<file path="src/rtl/ems_pkg.sv">
package ems_pkg;
    localparam int ADDR_W = 24;
    localparam int OFS_W  = 14;
    localparam int PAGES  = 4;
    localparam int PG_W   = $clog2(PAGES);
    localparam int FLD_W  = 5;
    localparam int FINE_SHIFT   = OFS_W;
    localparam int COARSE_SHIFT = OFS_W + FLD_W;

    localparam logic [7:0] IDX_CTRL  = 8'h23;
    localparam logic [7:0] IDX_PAGE0 = 8'h24;
    localparam logic [7:0] IDX_BASE  = 8'h2C;
    localparam int         EN_BIT    = 3;

    typedef enum logic [0:0] {
        CFG_NO_INDEX = 1'b0,
        CFG_INDEXED  = 1'b1
    } cfg_state_t;

    function automatic logic [ADDR_W-1:0] window_base(input logic [1:0] sel);
        logic [ADDR_W-1:0] b;
        unique case (sel)
            2'd0: b = ADDR_W'(24'h0C0000);
            2'd1: b = ADDR_W'(24'h0C8000);
            2'd2: b = ADDR_W'(24'h0D0000);
            default: b = ADDR_W'(24'h0E0000);
        endcase
        return b;
    endfunction
endpackage

</file>
<file path="src/rtl/ems_cfg_port.sv">
module ems_cfg_port
    import ems_pkg::*;
(
    input  logic                          clk,
    input  logic                          rst_n,
    input  logic                          we,
    input  logic                          sel,
    input  logic [7:0]                    wdata,
    output cfg_state_t                    state,
    output logic                          win_en,
    output logic [1:0]                    base_sel,
    output logic [PAGES-1:0][FLD_W-1:0]   coarse,
    output logic [PAGES-1:0][FLD_W-1:0]   fine
);
    cfg_state_t state_nx;
    logic [7:0] idx_q;
    logic       commit;

    // state register
    always_ff @(posedge clk or negedge rst_n) begin
        if (!rst_n) state <= CFG_NO_INDEX;
        else        state <= state_nx;
    end

    // transitions
    always_comb begin
        state_nx = state;
        unique case (state)
            CFG_NO_INDEX: if (we && !sel) state_nx = CFG_INDEXED;
            CFG_INDEXED:  state_nx = CFG_INDEXED;
        endcase
    end

    // outputs of the protocol: commit strobe
    always_comb begin
        commit = 1'b0;
        unique case (state)
            CFG_NO_INDEX: commit = 1'b0;
            CFG_INDEXED:  commit = we && sel;
        endcase
    end

    always_ff @(posedge clk or negedge rst_n) begin
        if (!rst_n)             idx_q <= '0;
        else if (we && !sel)    idx_q <= wdata;
    end

    always_ff @(posedge clk or negedge rst_n) begin
        if (!rst_n) begin
            win_en   <= 1'b0;
            base_sel <= 2'd0;
        end else if (commit) begin
            if (idx_q == IDX_CTRL) win_en   <= wdata[EN_BIT];
            if (idx_q == IDX_BASE) base_sel <= wdata[1:0];
        end
    end

    for (genvar p = 0; p < PAGES; p++) begin : g_slot
        localparam logic [7:0] IDX_C = IDX_PAGE0 + 8'(2 * p);
        localparam logic [7:0] IDX_F = IDX_PAGE0 + 8'(2 * p + 1);
        always_ff @(posedge clk or negedge rst_n) begin
            if (!rst_n) begin
                coarse[p] <= '0;
                fine[p]   <= '0;
            end else if (commit) begin
                if (idx_q == IDX_C) coarse[p] <= wdata[FLD_W-1:0];
                if (idx_q == IDX_F) fine[p]   <= wdata[FLD_W-1:0];
            end
        end
    end
endmodule

</file>
<file path="src/rtl/ems_frame_table.sv">
module ems_frame_table
    import ems_pkg::*;
(
    input  logic [PAGES-1:0][FLD_W-1:0] coarse,
    input  logic [PAGES-1:0][FLD_W-1:0] fine,
    input  logic [PG_W-1:0]             pg,
    output logic [ADDR_W-1:0]           frame
);
    logic [PAGES-1:0][ADDR_W-1:0] frames;

    for (genvar p = 0; p < PAGES; p++) begin : g_frame
        assign frames[p] = (ADDR_W'(coarse[p]) << COARSE_SHIFT)
                         | (ADDR_W'(fine[p])   << FINE_SHIFT);
    end

    assign frame = frames[pg];
endmodule

</file>
<file path="src/rtl/ems_window_decode.sv">
module ems_window_decode
    import ems_pkg::*;
(
    input  logic [ADDR_W-1:0] addr,
    input  logic              en,
    input  logic [1:0]        base_sel,
    output logic              in_win,
    output logic [PG_W-1:0]   pg,
    output logic [OFS_W-1:0]  ofs
);
    localparam logic [ADDR_W-1:0] SPAN = ADDR_W'(PAGES) << OFS_W;

    logic [ADDR_W-1:0] base;
    logic [ADDR_W-1:0] diff;

    always_comb begin
        base   = window_base(base_sel);
        diff   = addr - base;
        in_win = en && (addr >= base) && (diff < SPAN);
        pg     = diff[OFS_W +: PG_W];
        ofs    = diff[OFS_W-1:0];
    end
endmodule

</file>
<file path="src/rtl/ems_window_xlate.sv">
module ems_window_xlate
    import ems_pkg::*;
(
    input  logic              clk,
    input  logic              rst_n,
    input  logic              cfg_we,
    input  logic              cfg_sel,
    input  logic [7:0]        cfg_wdata,
    input  logic [23:0]       cpu_addr,
    input  logic [23:0]       mem_limit,
    output logic              hit,
    output logic [1:0]        page,
    output logic [23:0]       phys_addr,
    output logic              out_of_range
);
    cfg_state_t                  cfg_state;
    logic                        win_en;
    logic [1:0]                  base_sel;
    logic [PAGES-1:0][FLD_W-1:0] coarse;
    logic [PAGES-1:0][FLD_W-1:0] fine;
    logic                        in_win;
    logic [PG_W-1:0]             pg;
    logic [OFS_W-1:0]            ofs;
    logic [ADDR_W-1:0]           frame;
    logic [ADDR_W-1:0]           phys_nx;
    logic                        oor_nx;
    logic [PG_W-1:0]             page_nx;

    ems_cfg_port u_cfg (
        .clk(clk), .rst_n(rst_n), .we(cfg_we), .sel(cfg_sel), .wdata(cfg_wdata),
        .state(cfg_state), .win_en(win_en), .base_sel(base_sel),
        .coarse(coarse), .fine(fine)
    );

    ems_window_decode u_dec (
        .addr(cpu_addr), .en(win_en), .base_sel(base_sel),
        .in_win(in_win), .pg(pg), .ofs(ofs)
    );

    ems_frame_table u_tab (
        .coarse(coarse), .fine(fine), .pg(pg), .frame(frame)
    );

    always_comb begin
        phys_nx = in_win ? (frame + ADDR_W'(ofs)) : cpu_addr;
        page_nx = in_win ? pg : '0;
        oor_nx  = in_win && (phys_nx >= mem_limit);
    end

    always_ff @(posedge clk or negedge rst_n) begin
        if (!rst_n) begin
            hit          <= 1'b0;
            page         <= '0;
            phys_addr    <= '0;
            out_of_range <= 1'b0;
        end else begin
            hit          <= in_win;
            page         <= page_nx;
            phys_addr    <= phys_nx;
            out_of_range <= oor_nx;
        end
    end
endmodule

</file>
<file path="config.mk">
export PLATFORM = sky130hd
export DESIGN_NAME = ems_window_xlate
export DESIGN_NICKNAME = d
export VERILOG_FILES = /design/src/rtl/ems_pkg.sv /design/src/rtl/ems_cfg_port.sv /design/src/rtl/ems_frame_table.sv /design/src/rtl/ems_window_decode.sv /design/src/rtl/ems_window_xlate.sv
export SDC_FILE = /design/constraint.sdc
export NUM_CORES = 1
export LEC_CHECK = 0
export CAP_MARGIN = 15
export CORE_UTILIZATION = 30
export CTS_BUF_LIST = sky130_fd_sc_hd__clkbuf_2 sky130_fd_sc_hd__clkbuf_4 sky130_fd_sc_hd__clkbuf_8
export DETAILED_ROUTE_END_ITERATION = 8
export GPL_ROUTABILITY_DRIVEN = 0
export GPL_TIMING_DRIVEN = 0
export MAX_ROUTING_LAYER = met4
export PLACE_DENSITY = 0.64
export SETUP_SLACK_MARGIN = 0.15
export SYNTH_ARGS = -nofsm -noshare
export SYNTH_HDL_FRONTEND = slang
export SYNTH_SLANG_ARGS = --single-unit
</file>
<file path="constraint.sdc">
create_clock -name clk -period 8 [get_ports clk]
set_input_delay 2.4 -clock clk [delete_from_list [all_inputs] [get_ports clk]]
set_output_delay 2.4 -clock clk [all_outputs]
set_load 0.02 [all_outputs]
</file>
# Word level (Yosys, flattened, before mapping)
# Cells that the tools add are included.
[classes]
n_bitwise = 5
n_eq_ne = 12
reduce_logical = 17
magnitude_cmp = 4
n_mux = 8
add_sub_neg = 2
[op_table]
columns = ["op", "n"]
rows = [
  ["24-bit by 19-bit OR with 24-bit output", 4],
  ["8-bit by 6-bit == test with 1-bit output (second input constant)", 10],
  ["18-bit case mux with 3 select lines", 1],
  ["24-bit binary-select mux with 2-bit select", 1],
  ["24-bit two-way mux", 2],
  ["24-bit by 14-bit adder with 24-bit output", 1],
  ["24-bit by 20-bit >= comparator with 1-bit output", 1],
  ["24-bit >= comparator", 1],
  ["24-bit by 17-bit < comparator with 1-bit output (second input constant)", 1],
  ["24-bit by 20-bit subtractor with 24-bit output", 1],
  ["2-bit AND reduction", 10],
  ["1-bit logical AND", 5],
  ["1-bit case mux with 2 select lines", 2],
  ["2-bit by 3-bit < comparator with 1-bit output (second input constant)", 1],
  ["2-bit by 1-bit == test with 1-bit output (second input constant)", 1],
  ["2-bit == test (second input constant)", 1],
  ["2-bit logical NOT", 1],
  ["2-bit two-way mux", 1],
  ["1-bit logical NOT", 1],
  ["1-bit two-way mux", 1],
  ["1-bit inverter", 1],
]
[totals]
output_inout_bits = 28
reg_bits = 80
in_bits = 60
word_cells = 64

# Logic depth before layout (Yosys ltp)
[logic_depth]
depth_word = 9
ltp_mapped = 14
mapped_depth_nobuf = 14

# Hierarchy
# A second synthesis with hierarchy kept.
[unflattened]
hier_cells = 482
hier_area_um2 = 5280.1
[by_module_without_submodules]
columns = ["module", "cells_per_inst", "area_each_um2", "seq_area_each_um2", "n_inst"]
rows = [
  ["ems_window_xlate", 280, 2502.4, 700.7, 1],
  ["ems_cfg_port", 133, 2110.8, 1301.2, 1],
  ["ems_frame_table", 27, 350.3, 0.0, 1],
  ["ems_window_decode", 42, 316.6, 0.0, 1],
]

# Worst setup path after synthesis
# No wires, ideal clock.
[synth_path]
path_kind = "input -> register"
startpoint = "in cpu_addr[15]"
endpoint = "reg out_of_range"
required_ns = 7.918
setup_slack_ns = 2.826
cell_stages = 13
setup_time_ns = 0.082
arrival_ns = 5.092
path_buffers = 1
cell_sequence = "inv_1 ha_1 inv_1 fa_1 a211o_1 o21ai_0 o2111ai_2 buf_6 mux2_4 ha_1 nand4_1 a2111o_1 a31oi_1"
[synth_between]
elab_chain_len = 7
word_cells_on_any_way = 11
classes_between = "add/sub (2); order compare (3); mux (3); reduce/logical (3)"
[synth_lines]
columns = ["element", "line", "source"]
rows = [
  ["from (decl)", "ems_window_xlate.sv:9", "input logic [23:0] cpu_addr,"],
  ["24-bit by 20-bit subtractor with 24-bit output", "ems_window_decode.sv:18", "diff = addr - base;"],
  ["24-bit binary-select mux with 2-bit select", "ems_frame_table.sv:16", "assign frame = frames[pg];"],
  ["24-bit two-way mux (not written as such)", "ems_frame_table.sv:16", ""],
  ["24-bit by 14-bit adder with 24-bit output", "ems_window_xlate.sv:45", "phys_nx = in_win ? (frame + ADDR_W'(ofs)) : cpu_addr;"],
  ["24-bit two-way mux (*)", "ems_window_xlate.sv:45", ""],
  ["named net phys_nx[20]", "ems_window_xlate.sv:25", "logic [ADDR_W-1:0] phys_nx;"],
  ["24-bit >= comparator (*)", "ems_window_xlate.sv:47", "oor_nx = in_win && (phys_nx >= mem_limit);"],
  ["1-bit logical AND (*)", "ems_window_xlate.sv:47", ""],
  ["named net oor_nx", "ems_window_xlate.sv:26", "logic oor_nx;"],
  ["to (signal assigned)", "ems_window_xlate.sv:60", "out_of_range <= oor_nx;"],
  ["to (decl)", "ems_window_xlate.sv:14", "output logic out_of_range"],
]
# Mark *: on every way through the listed nets, which the timed path passes. The rest lies on a longest branch. The select of a mux whose other input is x is not followed.
# A chain may end at the register's enable or synchronous reset.

# Worst setup path after layout
# Ends and elaborated chain as after synthesis.

==> results.md <==
* Slowest CP cell: clkdlybuf4s50_1
* Hold_sp: u_cfg.state
* Core area at 12600 µm²
* Critical Path End Type: flip-flop
* M2 GR Usage at 23.1%
* Setup TNS at 0 ns
* Clock skew at 0.00936 ns
* Grt total ovfl at 0
* Leak at 0.00239 µW
* Final Hold Viols at 0
* WL/cell at 15.2 µm
* CP arrival at 5.95 ns
* Layout Nets at 476
* Mapped Area at 3890 µm²
* Type of origin of the critical path: input pin
* CTS clk-pin slew, worst paths at 0.08 ns
* Peak Freq at 176 MHz
* Synth cell types at 38
* # rows at 41
* Die W at 116 µm
* Layout fillers at 1227
* Clk_lat worst skew at 0.36 ns
* Commonest cells after routing, fill and taps aside: clkdlybuf4s50_1, dfrtp_1, mux2_2, inv_1, ha_1
* Pwr Total at 904 µW
* Measured slew at the worst slew-check pin at 0.638 ns
* Syn Nets at 380
* Post-CTS Hold Buffers at 0
* Max cap viols at 0
* Grt met1 use at 16.4%
* Worst vdd ir at 0.0963 mV
* Number of synthesized register bits at 80
* Diode count at 0
* CP Data Required Time at 8.27 ns
* Final wirelength at 8.56 mm
* Largest net degree at the start of global routing at 63
* Die height at 116 µm
* Initial antenna violation count at 0
* Post-synthesis sequential area ratio at 51.5%
* Longest Clk Path Bufs at 2
* Gate Count Post-Synth at 291
* EDFF count, synth at 0
* Share of cells above drive strength 1 at 24.2%
* Most common cell after layout, fill and taps aside: clkdlybuf4s50_1
* Total track usage at 14.3%
* Via/cell ratio at 4.65
* CTS tree: yes
* Power Dens Cells at 174 nW/µm²
* Clock Sinks at 80
* Global route hottest layer: met2
* Post-CTS Setup Inserts at 0
* Cell chain of the critical path: clkdlybuf4s50_1, inv_1, ha_1, inv_1, fa_1, a211o_1, o21ai_0, o2111ai_2, buf_6, mux2_4, ha_1, nand4_1, a2111o_1, a31oi_1
* Final setup violating endpoints at 0
* Setup CP Type: in2reg
* Worst r2r src: u_cfg.base_sel[1]
* Crit path time final at 5.68 ns
* IO Pins at 88
* Main synth FF type: dfrtp_1
* Status: complete, no violations
* Total CTS buffers at 9
* DP Wirelength at 6.46 mm
* H-Tree Depth at 3
* Fin crit share at 71.0%
* DRT iter0 DRCs at 75
* Unrepaired setup endpoints after global routing: no
* Crit-path max cell delay at 0.46 ns
* Worst hold path class: reg2reg
* First element of the critical path: cpu_addr[15]
* Critical Path Fanout Max at 10
* Root buffer cell: clkbuf_8
* PortBufs at 84
* Area growth syn-to-layout at 33.5%
* Worst slew margin at 56.8%
* Post-route ant nets at 0
* FFs w/ async S/R, synth at 100%
* Post-CTS Resized at 0
* Vias in the first global route at 2800
* Syn Area/Cell at 13.4 µm²
* Synth Warn # at 0
* Initial DRT Pass Iterations at 4
* Starting density of the core at 30.8%
* DRC violations left at 0
* Met3 usage at 5.65%
* Hold WS at 0.464 ns
* Via count at 2623
* Die area at 13400 µm²
* Max-slew violation count at 0
* First-pass GRT wire length at 13.9 mm
-- cells in the mapped netlist, drive strengths merged (2+ instances only) --
master | instances | area [µm²]
dfrtp | 80 | 2000
ha | 28 | 350
and4 | 2 | 17.5
o21ai | 4 | 20.0
mux2 | 58 | 664
clkbuf | 2 | 7.51
nand4 | 5 | 31.3
a21oi | 9 | 45.0
a31oi | 2 | 12.5
inv | 31 | 116
o211ai | 3 | 22.5
mux4 | 10 | 225
nor3 | 3 | 30.0
nand2 | 13 | 48.8
o21bai | 3 | 22.5
nor2b | 5 | 31.3
nor4b | 2 | 23.8
buf | 5 | 27.5
nand3 | 6 | 30.0
nor2 | 6 | 22.5
-- layout make-up --
class | instances | area, µm² | area share [%]
clock buffer | 14 | 186 | 3.59
clock inverter | 2 | 35.0 | 0.675
tap | 172 | 215 | 4.15
buffer | 7 | 35.0 | 0.675
inverter | 31 | 116 | 2.24
multi-input combinational | 173 | 1730 | 33.4
timing repair buffer | 85 | 866 | 16.7
sequential | 80 | 2000 | 38.6
-- metal layers --
| layer | vias to the layer above | wire length [µm] | part of all wire [%] |
|---|---|---|---|
| met1 | 1281 | 3730 | 44 |
| met3 | 10 | 698 | 8.2 |
| li1 | 1234 | - | - |
| met4 | 0 | 139 | 1.6 |
| met5 | - | 0 | 0 |
| met2 | 98 | 3990 | 47 |
-- sequential cells by signal, indices dropped and copies added (netlist names) --
signal,count
hit,1
out_of_range,1
page,2
phys_addr,24
u_cfg.base_sel,2
u_cfg.coarse,20
u_cfg.fine,20
u_cfg.idx_q,8
u_cfg.state,1
u_cfg.win_en,1
-- through the flow --
step                      std cells  worst slack (ns)  area [µm²]  utilization [%]
after CTS                       564              2.33        5190             41.1
after global placement          547              1.73        4940             39.2
after floorplan                 291              2.83        3890                -
after detailed placement        548              1.95        4970             39.4
final                           564              2.32        5190             41.1
after global routing            564              2.26        5190             41.1
-- power by group --
part	total, µW	switching, µW	internal [µW]
Clock	322	141	181
Sequential	444	14.3	429
Combinational	138	61.1	76.5
-- cell families (layout without fill, tap and decap cells) --
logic type,after synthesis,after routing,synth area share [%]
flops,80,80,51.5
mux,68,68,22.9
simple gates,48,48,7.24
buf+inv,38,139,3.90
fa+ha+maj,29,29,9.53
compound gates,27,27,4.70
xor+xnor,1,1,0.225
-- worst max-delay path, delay by kind of cell --
family	cells	cell delay, ns
AND/OR/NAND/NOR	1	0.20
multiplexers	1	0.30
AO/OA/AOI/OAI	5	1.36
buffers and inverters	4	0.83
adder cells (fa/ha/maj)	3	0.85
-- worst paths after layout --
kind,cells after the start,slack (ns),to
setup / recovery,14,2.32,out_of_range
hold / removal,1,0.46,u_cfg.state
setup reg to reg,13,4.35,out_of_range
hold reg to reg,1,0.46,u_cfg.state
max in group asynchronous,2,5.49,hit
min in group asynchronous,1,1.91,phys_addr[15]
Note: power is estimated with default switching activity, not from simulation.
